File: src/rtl/iommu_regbank.sv
`timescale 1ns/1ps
module iommu_regbank #(
  parameter int OFFSET_W = 5,
  parameter int REG_W    = 64
) (
  input  logic                clk,
  input  logic                rst_n,
  input  logic                req_valid,
  input  logic                req_write,
  input  logic                req_wide,
  input  logic [OFFSET_W-1:0] req_offset,
  input  logic [REG_W-1:0]    req_wdata,
  output logic                rsp_valid,
  output logic [REG_W-1:0]    rsp_rdata,
  output logic                unmapped_hit,
  output logic [REG_W-1:0]    ctrl_value,
  output logic [REG_W-1:0]    base_value
);
  localparam int NUM_REGS   = 2;
  localparam int HALF       = REG_W / 2;
  localparam int REG_BYTES  = REG_W / 8;
  localparam int HALF_BYTES = REG_BYTES / 2;
  localparam logic [OFFSET_W-1:0] FLUSH_HI = OFFSET_W'(NUM_REGS * REG_BYTES);
  localparam logic [OFFSET_W-1:0] FLUSH_LO = OFFSET_W'(NUM_REGS * REG_BYTES + HALF_BYTES);

  logic [REG_W-1:0] word_q  [NUM_REGS];
  logic [REG_W-1:0] rd_part [NUM_REGS];
  logic [NUM_REGS-1:0] hit_hi, hit_lo;
  logic hit_flush, decoded;
  logic is_wr, is_rd;
  logic [REG_W-1:0] rd_next;

  assign is_wr     = req_valid &  req_write;
  assign is_rd     = req_valid & ~req_write;
  assign hit_flush = (req_offset == FLUSH_HI) || (req_offset == FLUSH_LO);
  assign decoded   = hit_flush || (|hit_hi) || (|hit_lo);

  for (genvar k = 0; k < NUM_REGS; k++) begin : g_word
    localparam logic [OFFSET_W-1:0] HI_OFF = OFFSET_W'(k * REG_BYTES);
    localparam logic [OFFSET_W-1:0] LO_OFF = OFFSET_W'(k * REG_BYTES + HALF_BYTES);
    logic [REG_W-1:0] q;

    assign hit_hi[k] = (req_offset == HI_OFF);
    assign hit_lo[k] = (req_offset == LO_OFF);

    always_ff @(posedge clk) begin
      if (!rst_n) begin
        q <= '0;
      end else if (is_wr && hit_hi[k]) begin
        if (req_wide) q <= req_wdata;
        else          q[REG_W-1:HALF] <= req_wdata[HALF-1:0];
      end else if (is_wr && hit_lo[k]) begin
        q[HALF-1:0] <= req_wdata[HALF-1:0];
      end
    end

    assign word_q[k]  = q;
    assign rd_part[k] = hit_hi[k] ? (req_wide ? q : {{HALF{1'b0}}, q[REG_W-1:HALF]}) :
                        hit_lo[k] ? {{HALF{1'b0}}, q[HALF-1:0]} : '0;
  end

  always_comb begin
    rd_next = '0;
    for (int k = 0; k < NUM_REGS; k++) rd_next = rd_next | rd_part[k];
  end

  always_ff @(posedge clk) begin
    if (!rst_n) begin
      rsp_valid    <= 1'b0;
      rsp_rdata    <= '0;
      unmapped_hit <= 1'b0;
    end else begin
      rsp_valid    <= is_rd;
      rsp_rdata    <= is_rd ? rd_next : '0;
      unmapped_hit <= req_valid & ~decoded;
    end
  end

  assign ctrl_value = word_q[0];
  assign base_value = word_q[1];
endmodule

File: config.mk
export PLATFORM = sky130hd
export DESIGN_NAME = iommu_regbank
export DESIGN_NICKNAME = d
export VERILOG_FILES = /design/src/rtl/iommu_regbank.sv
export SDC_FILE = /design/constraint.sdc
export NUM_CORES = 1
export LEC_CHECK = 0
export BUFFER_PORTS_ARGS = -buffer_cell sky130_fd_sc_hd__clkbuf_2
export CAP_MARGIN = 20
export CORE_MARGIN = 2
export CORE_UTILIZATION = 55
export CTS_BUF_LIST = sky130_fd_sc_hd__clkbuf_8
export DETAILED_ROUTE_END_ITERATION = 7
export GPL_TIMING_DRIVEN = 0
export PLACE_DENSITY = 0.93
export REMOVE_ABC_BUFFERS = 1
export SLEW_MARGIN = 20
export SYNTH_ARGS = -nofsm -noshare
export SYNTH_HDL_FRONTEND = slang
export SYNTH_SLANG_ARGS = --single-unit
File: constraint.sdc
create_clock -name clk -period 3.2 [get_ports clk]
set_input_delay 0.16 -clock clk [delete_from_list [all_inputs] [get_ports clk]]
set_output_delay 0.16 -clock clk [all_outputs]
set_load 0.005 [all_outputs]
**After elaboration in Yosys (flattened, before gate mapping)**

Index checks and enable logic that the tools add are counted.

- Bitwise operators: 6
- Multiply operators: 0
- Divide/modulo/power cells: 0
- Order comparisons: 0
- Mux-type cells: 12
- Shift-type cells: 0
- Equality and inequality tests: 7
- Reduce and logical (&&, ||, !) cells: 15
- $add $sub $neg: 0

Operators by type and width:

| operator | count |
|---|---|
| $mux W32 | 8 |
| $mux W64 | 4 |
| $or A64 B64 Y64 | 1 |
| $eq A5 B4 Y1 const B | 2 |
| $eq A5 B5 Y1 const B | 2 |
| $reduce_and A2 Y1 | 3 |
| $eq A5 B3 Y1 const B | 1 |
| $logic_not A5 Y1 | 1 |
| $logic_and A1 B1 Y1 | 4 |
| $ne A2 B2 Y1 const B | 2 |
| $reduce_bool A2 Y1 | 2 |
| $reduce_or A2 Y1 | 2 |
| $and A1 B1 Y1 | 3 |
| $logic_or A1 B1 Y1 | 3 |
| $not A1 Y1 | 2 |

- Memories kept: 0
- Output and inout port bits: 194
- Bits in read-only memories: 0
- Flip-flop bits (word level): 194
- Bits in writable memories: 0
- Bits in latches: 0

**Longest topological paths before layout**

- Depth in word-level cells: 6
- Depth in mapped cells: 6
- Mapped depth without buffers: 4

**Worst setup path before layout**

OpenSTA, ideal clock, no wires.

- Kind: input -> register
- From: input req_offset[1]
- To: register g_word[0].q[0], in the netlist ctrl_value[0]
- Arrival time: 1.454 ns
- Cell stages on the path: 6
- Slack: 1.628 ns
- Cell sequence: or3_1 clkbuf_2 or4_4 buf_6 buf_12 mux2i_1

- Word-level cells in the longest chain between the ends: 4
- Elaborated cells on any way between the ends: 8
- Classes of those cells: eq/ne (2); mux (1); reduce/logical (5)

Ends and longest elaborated chain:

| what | RTL line | text |
|---|---|---|
| from (decl) | 11 | `input logic [OFFSET_W-1:0] req_offset,` |
| $eq A5 B3 Y1 or $logic_not A5 Y1 (tied branches) | 44, 43 |  |
| $logic_and A1 B1 Y1, on equally long branches | 52, 49 |  |
| $reduce_bool A2 Y1 (no source line) or $ne A2 B2 Y1 (tied branches) | -- |  |
| $reduce_and A2 Y1 (no source line) | -- |  |
| to (signal assigned) | 50 | `if (req_wide) q <= req_wdata;` |
| to (signal, indexed assignment) | 51 | `else q[REG_W-1:HALF] <= req_wdata[HALF-1:0];` |
| to (signal, indexed assignment) | 53 | `q[HALF-1:0] <= req_wdata[HALF-1:0];` |
| to (decl) | 41 | `logic [REG_W-1:0] q;` |

Several ways; a longest one is shown, not always the timed one.
A chain may end at the register's enable or synchronous reset.

**Final worst setup path**

- From: input req_offset[0]
- To: register g_word[0].q[43], in the netlist ctrl_value[43]

- Word-level cells in the longest chain between the ends: 2

Ends and longest elaborated chain:

| what | RTL line | text |
|---|---|---|
| $logic_not A5 Y1 | 43 | `assign hit_hi[k] = (req_offset == HI_OFF);` |
| $logic_and A1 B1 Y1 | 49 | `end else if (is_wr && hit_hi[k]) begin` |

No other way between the ends.

==> impl_metrics.ini <==
[outcome]
status = finished clean

[synthesis]
yosysTopAreaCell = dfxtp_1
synth_top_area_share_pct = 48.9
synth_area_leaders = dfxtp_1, mux2i_1, nand2_1
synthArstFlopShare_pct = 0
synthTopCellsByCount = nand2_1, dfxtp_1, mux2i_1
netlist_area_mm2 = 0.00795
synth_warnings = 0
synth_edf_count = 0
syn_avg_cell_area_um2 = 10.0
synth-seq-cells = 194
ys.flop_type = dfxtp_1
syn_inst = 792
synth.distinct_cells = 26
yosysMostFrequentCell = nand2_1
seq_area_frac_synth_pct = 48.9

[floorplan]
floorplan.initialDensity_pct = 56.8
die_area_mm2 = 0.0154
fp.dieW_um = 124
dieHeight_um = 124
rows = 43
core_mm2 = 0.0140
num_io_pins = 268

[setup_path]
critPathLaunchType = input port
cp.arrival_ns = 3.01
path_cells = dlygate4sd3_1 > clkbuf_2 > nor4_1 > nor3b_2 > buf_4 > buf_4 > mux2i_1
slowest_stage = nor4_1
endpoint_kind = flop
crit_type = input port to flop
crit_top_cell = buf_4
worst_ep_required_time_ns = 3.60
path_buf_inv = 4
cp_top_family = simple AND/OR/NAND/NOR gates
crit_fanout = 7
cp_slowest_stage_delay_ns = 0.75

[clocking]
clk_latency_ns = 0.47
post-cts-setup-buffers = 0
cts_sinks = 194
tritoncts = yes
cts.clk_slew.worst_paths_ns = 0.09
cts_buffers = 17
htree_num_levels = 4
cts-root-buf = clkbuf_8
cts.path.max_buffers = 2

[final_layout]
final_core_util_pct = 72.3
antenna_cells = 0
fin_nets = 1130
area_growth_syn_to_layout_pct = 27.3
drive_gt1_share_pct = 32.6

[place]
place.gp.congestion = 0.815
dp_hpwl_um = 15400
port_buffers = 267

[routing]
drcViolationCount = 0
drt-total-wl_um = 23800
via_count = 7038
vias_per_cell = 5.63
drt_iter0_markers = 436
antenna_left = 0
dr.pass1.iters = 5
wire_per_inst_um = 19.0

[pwr]
vdd_ir_drop_max_uv = 339
power_leakage_nw = 4.78
powerDensity_mw_per_mm2 = 425

[timing]
max_freq_ghz = 0.383
skew_ns = 0.0115
finalSetupTns_ns = 0
hold_viol = 0
slew_violations = 0
finalCriticalPeriod_ns = 2.61
setup_viol = 0
rsz0062_at_grt = no
tightest_slew_ns = 1.10
period_share_pct = 81.7
slew_headroom_pct = 26.6

[global_route]
grt_pass1_vias = 6939
grt.total_usage_pct = 30.2
grt_pass1_wl_um = 35600
antenna_found_initial = 0
overflow = 0
grt_max_degree = 107

[job]
maxCapViolCount = 0

[min_path]
worstHoldPathType = input port to flop
## where the power goes
group          total [W]  switching (W)  internal [W]
Clock            0.00153       0.000836      0.000698
Sequential       0.00243     0.00000709       0.00242
Combinational   0.000335       0.000186      0.000150
## layer usage
layer | vias up | wire, um | global-route usage (%) | share of wire (%)
met3 | 64 | 1940 | 9.80 | 8.2
met1 | 3380 | 9150 | 33.5 | 38
met5 | - | 0 | 0 | 0
li1 | 3266 | - | - | -
met4 | 0 | 660 | 12.6 | 2.8
met2 | 328 | 12000 | 52.9 | 51
## final cells by class
cell class / instances / area, um^2
fillers: 956 / 3870
flip-flops and latches: 194 / 3880
clock inverters: 14 / 124
repair buffers: 314 / 1900
multi-input cells: 528 / 3730
inverters: 1 / 3.75
clock buffers: 18 / 248
well taps: 180 / 225
## worst min-delay path, stage by stage
cell and delay, ns:
clkbuf_2 0.10, nand2_1 0.11, mux2i_1 0.08
## placed cells by master (no fill, tap or decap), drive strengths merged
cell         instances
clkinvlp             2
clkinv               5
o21ai                1
nor4                 1
nor3b                1
or3                  2
nand2              195
a211oi               1
nor2b                1
clkbuf             284
nand3                2
o31ai               31
bufinv               2
mux2i              191
nor2                33
dlygate4sd3         34
mux2                33
and4                 1
nand2b               1
inv                  6
buf                 14
nand3b               1
dfxtp              194
or4                 33
## what timing repair did
action | CTS | global route
setup endpoints to repair | 0 | 0
hold buffers | 34 | 0
resized for setup | 0 | 0
hold endpoints to repair | 61 | 0
## per-stage QoR
stage	std cells	total power, W	cell area, um^2	hold WS (ns)	setup WS, ns
after global routing	1249	0.00443	10100	0.0303	0.441
after global placement	1170	0.00276	9150	0.417	-4.76
final	1249	0.00430	10100	0.0424	0.586
after CTS	1249	0.00429	10100	0.0102	0.618
after floorplan	723	0.00260	7590	0.279	-1.30
after detailed placement	1183	0.00278	9400	0.433	0.457
## worst paths after layout
kind | startpoint | end | slack (ns) | cells past startpoint
worst min register to register | base_value[53] | base_value[53] | 0.47 | 2
worst min-delay path | req_wdata[29] | base_value[29] | 0.04 | 3
worst max register to register | base_value[14] | rsp_rdata[14] | 2.04 | 3
worst max-delay path | req_offset[0] | ctrl_value[43] | 0.59 | 7
## sequential cells by signal, summed over array words and instances (netlist names)
signal,flops
ctrl_value,64
rsp_rdata,64
unmapped_hit,1
base_value,64
rsp_valid,1
## cells by family (layout without fill, tap and decap cells)
family          after synthesis  in the layout  synth area share (%)
simple gates                271            271                  14.8
mux                         224            224                  28.7
flops                       194            194                  48.9
buf+inv                      70            347                  4.54
compound gates               33             33                  3.09
(Power assumes the default switching activity.)
